--- config.mk ---
export PLATFORM = sky130hd
export DESIGN_NAME = hart_irq_select
export DESIGN_NICKNAME = d
export VERILOG_FILES = /design/src/rtl/irq_sel_pkg.sv /design/src/rtl/irq_sel_gate.sv /design/src/rtl/irq_sel_ctz.sv /design/src/rtl/irq_sel_outreg.sv /design/src/rtl/hart_irq_select.sv
export SDC_FILE = /design/constraint.sdc
export NUM_CORES = 1
export LEC_CHECK = 0
export BUFFER_PORTS_ARGS = -buffer_cell sky130_fd_sc_hd__buf_2
export CAP_MARGIN = 25
export CORE_MARGIN = 3
export CORE_UTILIZATION = 45
export DETAILED_ROUTE_END_ITERATION = 8
export PLACE_DENSITY = 0.9
export RECOVER_POWER = 100
export SETUP_SLACK_MARGIN = 0.2
export SLEW_MARGIN = 30
export SYNTH_ARGS = -nofsm -noshare
export SYNTH_HDL_FRONTEND = slang
export SYNTH_SLANG_ARGS = --single-unit
--- constraint.sdc ---
create_clock -name vclk -period 2.05
set_input_delay 0.205 -clock vclk [all_inputs]
set_output_delay 0.205 -clock vclk [all_outputs]
set_load 0.02 [all_outputs]
--- src/rtl/irq_sel_pkg.sv ---
package irq_sel_pkg;
  typedef enum logic [1:0] {
    LVL_USER  = 2'd0,
    LVL_SUPER = 2'd1,
    LVL_RSVD  = 2'd2,
    LVL_MACH  = 2'd3
  } lvl_e;
endpackage

--- src/rtl/irq_sel_gate.sv ---
module irq_sel_gate
  import irq_sel_pkg::*;
#(
  parameter int NUM_IRQ = 16
) (
  input  logic               clk,
  input  logic               rst_n,
  input  logic [NUM_IRQ-1:0] pend_i,
  input  logic [NUM_IRQ-1:0] en_i,
  input  logic [NUM_IRQ-1:0] deleg_i,
  input  logic [1:0]         priv_i,
  input  logic               m_gie_i,
  input  logic               s_gie_i,
  output logic [NUM_IRQ-1:0] elig_o
);
  lvl_e               lvl;
  logic               m_open, s_open;
  logic [NUM_IRQ-1:0] cand;

  always_comb begin
    lvl    = lvl_e'(priv_i);
    cand   = pend_i & en_i;
    m_open = (lvl != LVL_MACH) || m_gie_i;
    unique case (lvl)
      LVL_USER, LVL_RSVD: s_open = 1'b1;
      LVL_SUPER:          s_open = s_gie_i;
      default:            s_open = 1'b0;
    endcase
    elig_o = cand & ((~deleg_i & {NUM_IRQ{m_open}}) |
                     ( deleg_i & {NUM_IRQ{s_open}}));
  end


  no_uncand_chk: assert property (@(posedge clk) disable iff (!rst_n)
    (elig_o & ~(pend_i & en_i)) == '0);

  m_closed_chk: assert property (@(posedge clk) disable iff (!rst_n)
    (priv_i == 2'd3 && !m_gie_i) |-> ((elig_o & ~deleg_i) == '0));

  s_closed_chk: assert property (@(posedge clk) disable iff (!rst_n)
    (priv_i == 2'd3) |-> ((elig_o & deleg_i) == '0));

  rsvd_user_chk: assert property (@(posedge clk) disable iff (!rst_n)
    (priv_i == 2'd2) |-> (elig_o == (pend_i & en_i)));
endmodule

--- src/rtl/irq_sel_ctz.sv ---
module irq_sel_ctz #(
  parameter int NUM_IRQ = 16,
  localparam int CW = $clog2(NUM_IRQ)
) (
  input  logic               clk,
  input  logic               rst_n,
  input  logic [NUM_IRQ-1:0] elig_i,
  output logic               take_o,
  output logic [CW-1:0]      cause_o
);
  always_comb begin
    take_o  = |elig_i;
    cause_o = '0;
    for (int i = NUM_IRQ - 1; i >= 0; i--) begin
      if (elig_i[i]) cause_o = CW'(i);
    end
  end


  win_is_set_chk: assert property (@(posedge clk) disable iff (!rst_n)
    take_o |-> elig_i[cause_o]);

  no_lower_chk: assert property (@(posedge clk) disable iff (!rst_n)
    take_o |-> ((elig_i & ~({NUM_IRQ{1'b1}} << cause_o)) == '0));

  idle_zero_chk: assert property (@(posedge clk) disable iff (!rst_n)
    (elig_i == '0) |-> (!take_o && cause_o == '0));
endmodule

--- src/rtl/irq_sel_outreg.sv ---
module irq_sel_outreg #(
  parameter int CW      = 4,
  parameter bit OUT_REG = 1'b0
) (
  input  logic          clk,
  input  logic          rst_n,
  input  logic          take_d,
  input  logic [CW-1:0] cause_d,
  output logic          take_o,
  output logic [CW-1:0] cause_o
);
  generate
    if (OUT_REG) begin : g_reg
      always_ff @(posedge clk) begin
        if (!rst_n) begin
          take_o  <= 1'b0;
          cause_o <= '0;
        end else begin
          take_o  <= take_d;
          cause_o <= cause_d;
        end
      end

      reg_delay_chk: assert property (@(posedge clk) disable iff (!rst_n)
        $past(rst_n) |-> (take_o == $past(take_d) && cause_o == $past(cause_d)));
    end else begin : g_comb
      assign take_o  = take_d;
      assign cause_o = cause_d;
    end
  endgenerate


  out_idle_chk: assert property (@(posedge clk) disable iff (!rst_n)
    !take_o |-> (cause_o == '0));
endmodule

--- src/rtl/hart_irq_select.sv ---
module hart_irq_select #(
  parameter int NUM_IRQ = 16,
  parameter bit OUT_REG = 1'b0,
  localparam int CW = $clog2(NUM_IRQ)
) (
  input  logic               clk,
  input  logic               rst_n,
  input  logic [NUM_IRQ-1:0] pend_i,
  input  logic [NUM_IRQ-1:0] en_i,
  input  logic [NUM_IRQ-1:0] deleg_i,
  input  logic [1:0]         priv_i,
  input  logic               m_gie_i,
  input  logic               s_gie_i,
  output logic               take_o,
  output logic [CW-1:0]      cause_o
);
  logic [NUM_IRQ-1:0] elig;
  logic               take_c;
  logic [CW-1:0]      cause_c;

  irq_sel_gate #(.NUM_IRQ(NUM_IRQ)) u_gate (
    .clk(clk), .rst_n(rst_n), .pend_i(pend_i), .en_i(en_i),
    .deleg_i(deleg_i), .priv_i(priv_i), .m_gie_i(m_gie_i),
    .s_gie_i(s_gie_i), .elig_o(elig)
  );

  irq_sel_ctz #(.NUM_IRQ(NUM_IRQ)) u_ctz (
    .clk(clk), .rst_n(rst_n), .elig_i(elig),
    .take_o(take_c), .cause_o(cause_c)
  );

  irq_sel_outreg #(.CW(CW), .OUT_REG(OUT_REG)) u_out (
    .clk(clk), .rst_n(rst_n), .take_d(take_c), .cause_d(cause_c),
    .take_o(take_o), .cause_o(cause_o)
  );
endmodule

==> results of run 1 <==
==> report_power, final <==
part | total, mW | switching [mW] | internal, mW
clock network | 0 | 0 | 0
registers | 0 | 0 | 0
logic | 0.353 | 0.196 | 0.156
==> Yosys cell counts, drive strengths merged <==
cell type	number	area share, %
a2111o	1	1.5
a2111oi	1	2.0
a211o	1	1.2
a211oi	9	9.2
a21boi	1	1.0
a21oi	10	6.8
a221oi	1	1.2
a222oi	1	1.4
a22oi	2	2.0
a31oi	5	4.2
and3	2	1.7
buf	4	5.3
inv	6	3.1
nand2	23	12
nand2b	3	2.5
nand3	10	6.8
nand3b	1	1.5
nand4	2	1.7
nor2	13	6.6
nor3	1	0.68
o211ai	2	2.0
o21a	3	3.1
o21ai	7	5.3
o221ai	1	2.0
o22a	3	3.6
o22ai	9	8.5
o311a	1	1.4
o31ai	1	1.0
or2b	1	1.0
==> metal layers <==
metal	up-vias	GRT usage, %	part of all wire (%)
li1	618	-	-
met1	649	33.4	33
met2	141	47.5	51
met3	43	1.56	9.9
met4	0	3.41	6.5
met5	-	0	0
==> kinds of logic after synthesis <==
| family | Yosys count |
|---|---|
| AOI/OAI and AO/OA | 59 |
| and+or+nand+nor | 56 |
| buffers and inverters | 10 |
==> per-stage QoR <==
step | setup TNS (ps) | cell area, um2 | setup WS [ps] | utilization (%)
floorplan | 0 | 737 | 202 | -
global placement | 0 | 1020 | 97.7 | 72.4
detailed placement | 0 | 1020 | 19.4 | 72.4
CTS | 0 | 1130 | 92.5 | 79.7
global route | -113 | 1290 | -65.6 | 91.0
finish | 0 | 1290 | 56.8 | 91.0
==> layout by cell type, fill, tap and decap left out, drive strengths merged <==
cell / instances
a2111o: 1
a2111oi: 1
a211o: 1
a211oi: 9
a21boi: 1
a21oi: 10
a221oi: 1
a222oi: 1
a22oi: 2
a31oi: 5
and3: 2
buf: 65
clkbuf: 3
inv: 6
nand2: 23
nand2b: 3
nand3: 10
nand3b: 1
nand4: 2
nor2: 13
nor3: 1
o211ai: 2
o21a: 3
o21ai: 7
o221ai: 1
o22a: 3
o22ai: 9
o311a: 1
o31ai: 1
or2b: 1
==> cell type report <==
type,instances,area [um2],share of cell area (%)
Inverter,6,22.5,1.75
Tap cell,15,18.8,1.46
Multi-Input combinational cell,115,832,64.6
Timing Repair Buffer,68,414,32.2
==> path summary, 6_finish.rpt <==
kind	startpoint	to	slack [ps]	depth (start not counted)
setup / recovery	s_gie_i	cause_o[1]	60	8
hold / removal	deleg_i[3]	cause_o[0]	960	5
==> worst max-delay path: stages <==
cell and delay (ps):
buf_4 100, inv_2 50, o21a_4 260, buf_4 180
o21ai_0 300, a211oi_1 150, a2111oi_4 320, clkbuf_2 220
==> repair_timing <==
item                       4_1_cts  5_1_grt
resized for setup               15       29
buffers inserted                 3        5
setup endpoints to repair        5        4
pin swaps                        7       16
==> key figures, run 1 <==
Outcome
  • Outcome: completed

Floorplanning
  • Die area: 2160 um2
  • Starting Density: 52.1%
  • Die height: 46.5 um
  • Die X: 46.5 um
  • Row cnt: 13
  • IO Pins: 59
  • Core area: 1420 um2

Yosys
  • Syn Nets: 179
  • Ys Warns: 0
  • Syn Area/Cell: 5.90 um2
  • Simple-gate share of the synthesized area: 34.3%
  • Largest family of logic cells by synthesized area: compound AO/OA/AOI/OAI gates
  • Register area share after synthesis: 0%
  • Synth Area in Adders: 0%
  • Cell variety after synth: 33
  • Compound-gate portion of the synthesized area: 57.4%
  • Synth Area in XOR/XNOR: 0%
  • Mapped cell area: 737 um2
  • Multiplexer share of the synthesized area: 0%
  • Post-Syn Instances: 125

Setup path
  • Startpoint types: input pin
  • Required @ worst endpoint: 1850 ps
  • CP Class: input pin to primary output
  • CP Capture Type: primary output
  • CP arrival: 1790 ps
  • Crit Path Max Fanout: 8

Layout
  • FFs & Latches: 0
  • Storage element area: 0 um2
  • Non-Filler Instances: 204
  • Layout cells sized above 1: 48.1%
  • Final antenna diode count: 0
  • Synth-to-layout area growth: 74.7%
  • Clk_buf instances: 0
  • Layout Nets: 245
  • FILL cells: 63

Timing
  • Crit path time final: 1990 ps
  • RSZ-0062 raised after global routing: yes
  • Part of the cycle the worst path needs: 97.2%
  • Fin Hold WS: 962 ps
  • Worst-Margin Slew: 466 ps
  • Rel. slew slack: 68.7%
  • Endpoints failing setup: 0
  • Slew Limit Fails: 0
  • Peak Freq: 502 MHz
  • Final hold vios: 0

Drt
  • Wire per inst: 19.7 um
  • Post-DRT Antenna Nets: 0
  • DRT iter0 DRCs: 112
  • Routed WL: 4.01 mm
  • Residual DRC: 0
  • Via count: 1,451
  • Post-DR vias/cell: 7.11
  • Router iterations before antenna repair: 5

Placed design
  • Cells after DPL: 196
  • HPWL after DPL: 2.26 mm
  • Placer Congestion: 0.835
  • Port Buffers: 57

Global route
  • First-pass GRT wire length: 4.35 mm
  • Gr usage total: 26.0%
  • Antenna violations before repair: 0
  • Largest net degree at the start of global routing: 15
  • Vias in the first global route: 1,085
  • GRT overflow: 0

Power
  • Static leakage: 0.595 nW
  • PwrDens: 274 nW/um2
  • Peak VDD IR: 0.198 mV
  • Total power: 0.353 mW

Clock tree
  • Hold buffers post-CTS: 0

Run
  • Max_cap viols: 0

Hold path
  • Hold crit path type: input pin to primary output
No activity file was read; power rests on OpenSTA's default activity.
==> run 2: changes to the inputs <==
- clock period: 2.05 -> 2.3 ns (I/O delays scaled with it)
==> run 2 against run 1 <==
  * Sequential cell count unchanged
  * Worst hold slack better by 32 ps
  * Combinational power decreased by 31%
  * Via count down 16%
  * Utilization down 17 points
  * Non-clock buffer count is 9 lower
==> key figures, run 2 (same netlist as run 1, synthesis figures left out) <==
Timing
  • Worst Slack Setup Final: 260 ps (was 56.8 ps)
  • Crit path time final: 2040 ps
  • Final hold vios: 0 (unchanged)
  • RSZ-0062 raised after global routing: no (was yes)
  • Worst-Margin Slew: 462 ps (was 466 ps)
  • Peak Freq: 490 MHz
  • Slew Limit Fails: 0 (unchanged)
  • Part of the cycle the worst path needs: 88.7%
  • Rel. slew slack: 69.0% (was 68.7%)
  • Sum Neg Setup Slack: 0 ps (unchanged)
  • Endpoints failing setup: 0 (unchanged)

Setup path
  • CP Capture Type: primary output (unchanged)
  • Max stage delay on crit path: 340 ps (was 320 ps)
  • Crit Path Max Fanout: 3 (was 8)
  • Required @ worst endpoint: 2070 ps (was 1850 ps)
  • Slowest CP cell: a2111oi_4 (unchanged)
  • CP Class: input pin to primary output (unchanged)
  • CP arrival: 1810 ps (was 1790 ps)
  • Startpoint types: input pin (unchanged)
  • Crit-path cells: buf_2 > nand2_1 > o22a_1 > o31ai_1 > a221oi_1 > a211o_1 > a2111oi_4 > clkbuf_1 (was buf_4 > inv_2 > o21a_4 > buf_4 > o21ai_0 > a211oi_1 > a2111oi_4 > clkbuf_2)

Hold path
  • Hold crit path type: input pin to primary output (unchanged)
  • Hold Startpoint: deleg_i[3] (unchanged)
  • Endpoint, Worst Hold: cause_o[0] (unchanged)
  • Worst hold stages: 5 (unchanged)

Floorplanning
  • Die area: 2160 um2 (unchanged)
  • Core area: 1420 um2 (unchanged)
  • Starting Density: 52.1% (unchanged)
  • Die height: 46.5 um (unchanged)
  • Row cnt: 13 (unchanged)
  • Die X: 46.5 um (unchanged)
  • IO Pins: 59 (unchanged)

Power
  • Peak VDD IR: 0.155 mV (was 0.198 mV)
  • PwrDens: 231 nW/um2 (was 274 nW/um2)
  • Static leakage: 0.513 nW (was 0.595 nW)

Global route
  • Antenna violations before repair: 0 (unchanged)
  • GRT overflow: 0 (unchanged)
  • Gr usage total: 26.4% (was 26.0%)
  • First-pass GRT wire length: 4.43 mm (was 4.35 mm)
  • Vias in the first global route: 1,115 (was 1,085)
  • Largest net degree at the start of global routing: 16 (was 15)

Clock tree
  • PostCTS Resize Cnt: 2 (was 15)
  • Hold buffers post-CTS: 0 (unchanged)
  • Post-CTS Setup Inserts: 0 (was 3)

Layout
  • Clk_buf instances: 0 (unchanged)
  • Synth-to-layout area growth: 42.3% (was 74.7%)
  • Footprint of the multi-input gates: 709 um2 (was 832 um2)
  • Commonest cells after routing, fill and taps aside: 55 x buf_2, 23 x nand2_1, 13 x nor2_1, 10 x nand3_1, 10 x a21oi_1 (was 47 x buf_2, 21 x nand2_1, 12 x nor2_1, 12 x buf_4)
  • Layout cells sized above 1: 35.6% (was 48.1%)
  • Commonest non-fill, non-tap cell in the layout: buf_2 (unchanged)
  • FFs & Latches: 0 (unchanged)
  • Final antenna diode count: 0 (unchanged)
  • Storage element area: 0 um2 (unchanged)
  • Layout Nets: 236 (was 245)
  • FILL cells: 118 (was 63)

Outcome
  • Outcome: completed (unchanged)

Placed design
  • Placer Congestion: 0.856 (was 0.835)
  • Placement Setup Slack: 155 ps (was 19.4 ps)
  • HPWL after DPL: 2.34 mm (was 2.26 mm)
  • Port Buffers: 57 (unchanged)

Drt
  • Post-DRT Antenna Nets: 0 (unchanged)
  • Residual DRC: 0 (unchanged)
  • Via count: 1,218 (was 1,451)
  • Wire per inst: 14.0 um (was 19.7 um)
  • Routed WL: 2.72 mm (was 4.01 mm)
  • Post-DR vias/cell: 6.25 (was 7.11)
  • Router iterations before antenna repair: 4 (was 5)
  • DRT iter0 DRCs: 46 (was 112)

Run
  • Max_cap viols: 0 (unchanged)
==> run 2: cell count changes in the layout (fill, tap and decap cells not counted), moves of 3 or more <==
cell      before  now
buf_4         12    2
buf_2         47   55
a211oi_1       4    8
buf_6          4    0
a211oi_2       4    1
==> run 2: worst max-delay path by stage <==
| stage | start | endpoint | slack, ps |
|---|---|---|---|
| 3_5_place_dp | priv_i[1] | cause_o[0] | 160 |
| 3_3_place_gp | priv_i[1] | cause_o[0] | 230 |
| 4_1_cts | priv_i[1] | cause_o[1] | 240 |
| 5_1_grt | priv_i[0] | cause_o[3] | 150 |
| 2_1_floorplan | m_gie_i | cause_o[1] | 400 |
| 6_report | pend_i[15] | cause_o[1] | 260 |
==> run 2: layout make-up <==
| class | count | share of cell area [%] |
|---|---|---|
| inverter | 6 | 2.15 |
| tap | 15 | 1.79 |
| multi-input combinational | 115 | 67.7 |
| timing repair buffer | 59 | 28.4 |
==> run 2: through the flow <==
step / area [um2] / utilization (%) / power, mW / cells / hold slack [ps]
finish: 1050 / 74.1 / 0.242 / 195 / 994
global route: 1050 / 74.1 / 0.268 / 195 / 1040
detailed placement: 1020 / 71.9 / 0.231 / 195 / 981
CTS: 1020 / 72.3 / 0.233 / 195 / 984
global placement: 1020 / 71.9 / 0.222 / 195 / 966
floorplan: 737 / - / 0.140 / 125 / 736
==> run 2: report_power, final <==
part / internal, mW / switching, mW / leakage [nW] / total [mW]
Clock: 0 / 0 / 0 / 0
Sequential: 0 / 0 / 0 / 0
Combinational: 0.107 / 0.136 / 0.513 / 0.242
Total: 0.107 / 0.136 / 0.513 / 0.242
==> run 2: worst max-delay path, delay by kind of cell <==
family                 cells  cell delay (ps)
and+or+nand+nor            1               70
buffers and inverters      2              360
AOI/OAI and AO/OA          5             1150
==> run 2: per-layer routing <==
| layer | up-vias | global-route usage, % | part of all wire [%] |
|---|---|---|---|
| met5 | - | 0 | 0 |
| met4 | 0 | 5.11 | 1.4 |
| met2 | 50 | 47.3 | 50 |
| li1 | 600 | - | - |
| met3 | 4 | 0.781 | 6.8 |
| met1 | 564 | 34.8 | 41 |
==> run 3: changes to the inputs <==
==> constraint.sdc (replaced) <==
create_clock -name vclk -period 2.3
set_input_delay 0.575 -clock vclk [all_inputs]
set_output_delay 0.575 -clock vclk [all_outputs]
set_load 0.02 [all_outputs]
==> run 3 against run 2 <==
  * The run now fails in detailed placement (3_5_place_dp)
  * Area after synthesis unchanged
  * Synthesized cell count unchanged
==> key figures, run 3 <==
Yosys
  • Yosys top cell area share: 11.7% (unchanged)
  • Cell variety after synth: 33 (unchanged)
  • Post-Syn Instances: 125 (unchanged)
  • Synth Area in Adders: 0% (unchanged)
  • Syn Nets: 179 (unchanged)
  • Synth Area in XOR/XNOR: 0% (unchanged)
  • Ys Warns: 0 (unchanged)
  • Largest cells by area after synthesis: nand2_1 12%, a211oi_1 9.2%, a21oi_1 6.8% (unchanged)
  • Register area share after synthesis: 0% (unchanged)
  • Multiplexer share of the synthesized area: 0% (unchanged)
  • Compound-gate portion of the synthesized area: 57.4% (unchanged)
  • Largest family of logic cells by synthesized area: compound AO/OA/AOI/OAI gates (unchanged)
  • Syn Area/Cell: 5.90 um2 (unchanged)
  • Mapped cell area: 737 um2 (unchanged)
  • Post-synth top cells: 23 x nand2_1, 13 x nor2_1, 10 x a21oi_1, 10 x nand3_1, 9 x a211oi_1 (unchanged)
  • Simple-gate share of the synthesized area: 34.3% (unchanged)
  • Synth area leader: nand2_1 (unchanged)
  • Count leader, synth: nand2_1 (unchanged)

Placed design
  • Placer Congestion: 0.955 (was 0.856)
  • Port Buffers: 57 (unchanged)
  • HPWL after DPL: 4.13 mm (was 2.34 mm)

Outcome
  • Failing step: detailed placement (3_5_place_dp)
  • Run Error: [ERROR DPL-0033] detailed placement checks failed during check placement.
  • Outcome: did not finish (was completed)

Floorplanning
  • Row cnt: 13 (unchanged)
  • Starting Density: 52.1% (unchanged)
  • Die X: 46.5 um (unchanged)
  • Die height: 46.5 um (unchanged)
  • IO Pins: 59 (unchanged)
run 3: through the flow:
step / cell area, um2 / hold slack (ps) / instances / setup slack, ps / setup TNS (ps)
2_1_floorplan: 851 / 1430 / 125 / -93.3 / -139
3_3_place_gp: 1410 / 1700 / 229 / -349 / -1560
run 3: logic make-up after synthesis:
group	Yosys count
AO/OA/AOI/OAI	59
AND/OR/NAND/NOR	56
buffers and inverters	10
==> run 4: changes to the inputs <==
- CORE_AREA: not set -> 3 3 64 66
- CORE_MARGIN: 3 -> not set
- CORE_UTILIZATION: 45 -> not set
- DIE_AREA: not set -> 0 0 67 69
- PLACE_DENSITY: 0.9 -> not set
- PLACE_DENSITY_LB_ADDON: not set -> 0.15
- SETUP_SLACK_MARGIN: 0.2 -> not set
==> run 4 against run 3 <==
  * The flow now finishes, with violations (negative setup slack)
==> key figures, run 4 (same netlist as run 1, synthesis figures left out) <==
Drt
  • Wire per inst: 12.7 um
  • Max layer used: met4
  • Post-DR vias/cell: 4.92
  • Post-DRT Antenna Nets: 0
  • Residual DRC: 0
  • Via count: 1,369
  • Router iterations before antenna repair: 4
  • Met2 wire len: 1.75 mm
  • Met3 WL: 143 um
  • DRT iter0 DRCs: 71
  • Routed met1 length: 1.62 mm
  • Routed WL: 3.52 mm

Timing
  • Worst Slack Setup Final: -291 ps
  • Crit path time final: 2590 ps
  • RSZ-0062 raised after global routing: yes
  • Rel. slew slack: 70.7%
  • Slew Limit Fails: 0
  • Peak Freq: 386 MHz
  • Final hold vios: 0
  • Part of the cycle the worst path needs: 113%
  • Worst-Margin Slew: 440 ps
  • Endpoints failing setup: 5

Placed design
  • HPWL after DPL: 2.69 mm (was 4.13 mm)
  • Placer Congestion: 0.820 (was 0.955)
  • Port Buffers: 57 (unchanged)
  • Cells after DPL: 268
  • Cell Area, Placed: 1420 um2

Outcome
  • Outcome: finished with violations (was did not finish)
  • Violated checks: negative setup slack

Floorplanning
  • Die height: 69 um (was 46.5 um)
  • Die X: 67 um (was 46.5 um)
  • Starting Density: 20.3% (was 52.1%)
  • IO Pins: 59 (unchanged)
  • Row cnt: 22 (was 13)
  • Die area: 4620 um2
  • Core area: 3630 um2

Layout
  • Non-Filler Instances: 278
  • Clk_buf instances: 0
  • Commonest non-fill, non-tap cell in the layout: buf_4
  • Storage element area: 0 um2
  • Final antenna diode count: 0
  • Layout Nets: 286
  • Footprint of the multi-input gates: 851 um2
  • Finished layout cell area: 1740 um2
  • FILL cells: 377
  • Synth-to-layout area growth: 137%
  • Commonest cells after routing, fill and taps aside: 47 x buf_4, 44 x buf_2, 20 x nand2_1, 10 x nand3_1, 10 x nor2_1
  • Layout cells sized above 1: 59.1%
  • FFs & Latches: 0

Setup path
  • Critical path origin: pend_i[14]
  • Crit Path Max Fanout: 3
  • Required @ worst endpoint: 1730 ps
  • Startpoint types: input pin
  • CP Class: input pin to primary output
  • CP Capture Type: primary output
  • CP arrival: 2020 ps

Global route
  • Gr usage total: 13.5%
  • Largest net degree at the start of global routing: 16
  • Antenna violations before repair: 0
  • Vias in the first global route: 1,274
  • First-pass GRT wire length: 5.33 mm
  • GRT overflow: 0

Power
  • Net Sw Frac: 46.0%
  • Cell Int Power: 0.210 mW
  • Psw: 0.179 mW
  • Clk pwr share: 0%
  • Static leakage: 0.824 nW
  • Peak VDD IR: 0.134 mV
  • PwrDens: 223 nW/um2
  • Combinational power share: 100.0%
  • Sequential share of power: 0%

Hold path
  • Hold Startpoint: deleg_i[3]
  • Hold crit path type: input pin to primary output
  • Endpoint, Worst Hold: cause_o[0]
  • Worst hold stages: 5

Run
  • Max_cap viols: 0

Clock tree
  • Hold buffers post-CTS: 0
==> run 4: cell type report <==
class | count | area share, %
Multi-Input combinational cell | 116 | 48.8
Timing Repair Buffer | 108 | 46.4
Tap cell | 48 | 3.45
Inverter | 6 | 1.29
==> run 4: worst max path at each step <==
stage,end,slack [ps],cells past startpoint
floorplan,cause_o[1],-90,6
global placement,cause_o[0],-440,9
detailed placement,cause_o[0],-470,9
CTS,cause_o[0],-290,7
global route,cause_o[0],-400,10
finish,cause_o[1],-290,8
==> run 4: power groups by stage <==
| stage | Sequential (mW) | Combinational (mW) | Clock, mW |
|---|---|---|---|
| after floorplan | 0 | 0.161 | 0 |
| after global placement | 0 | 0.310 | 0 |
| after detailed placement | 0 | 0.315 | 0 |
| after CTS | 0 | 0.342 | 0 |
| after global routing | 0 | 0.423 | 0 |
| final | 0 | 0.389 | 0 |
==> run 4: per-stage QoR <==
step           TNS [ps]  hold WS, ps  utilization (%)  total power, mW  worst slack, ps
2_1_floorplan      -160         1440                -            0.161            -93.3
3_3_place_gp      -1920         1720             38.9            0.310             -441
3_5_place_dp      -2050         1710             38.9            0.315             -472
4_1_cts           -1200         1720             41.9            0.342             -295
5_1_grt           -1720         1760             48.0            0.423             -401
6_report          -1230         1720             48.0            0.389             -291
==> run 4: routing by layer <==
layer	vias up	global-route usage (%)
li1	705	-
met1	631	19.6
met2	31	22.8
met3	2	0
met4	0	1.13
met5	-	0
==> run 4: worst max-delay path: stages <==
cell       delay (ps)
buf_8              80
nand2_4            50
o22a_4            250
o31ai_4           250
a221oi_2           80
a211o_1           270
a2111oi_4         280
buf_4             190
==> run 4: timing repair <==
item                                    4_1_cts  5_1_grt
pin swaps                                     3        5
resized for setup                            26       29
endpoints found under the setup margin        5        5
cloned                                        0        2
setup buffers                                 1        7
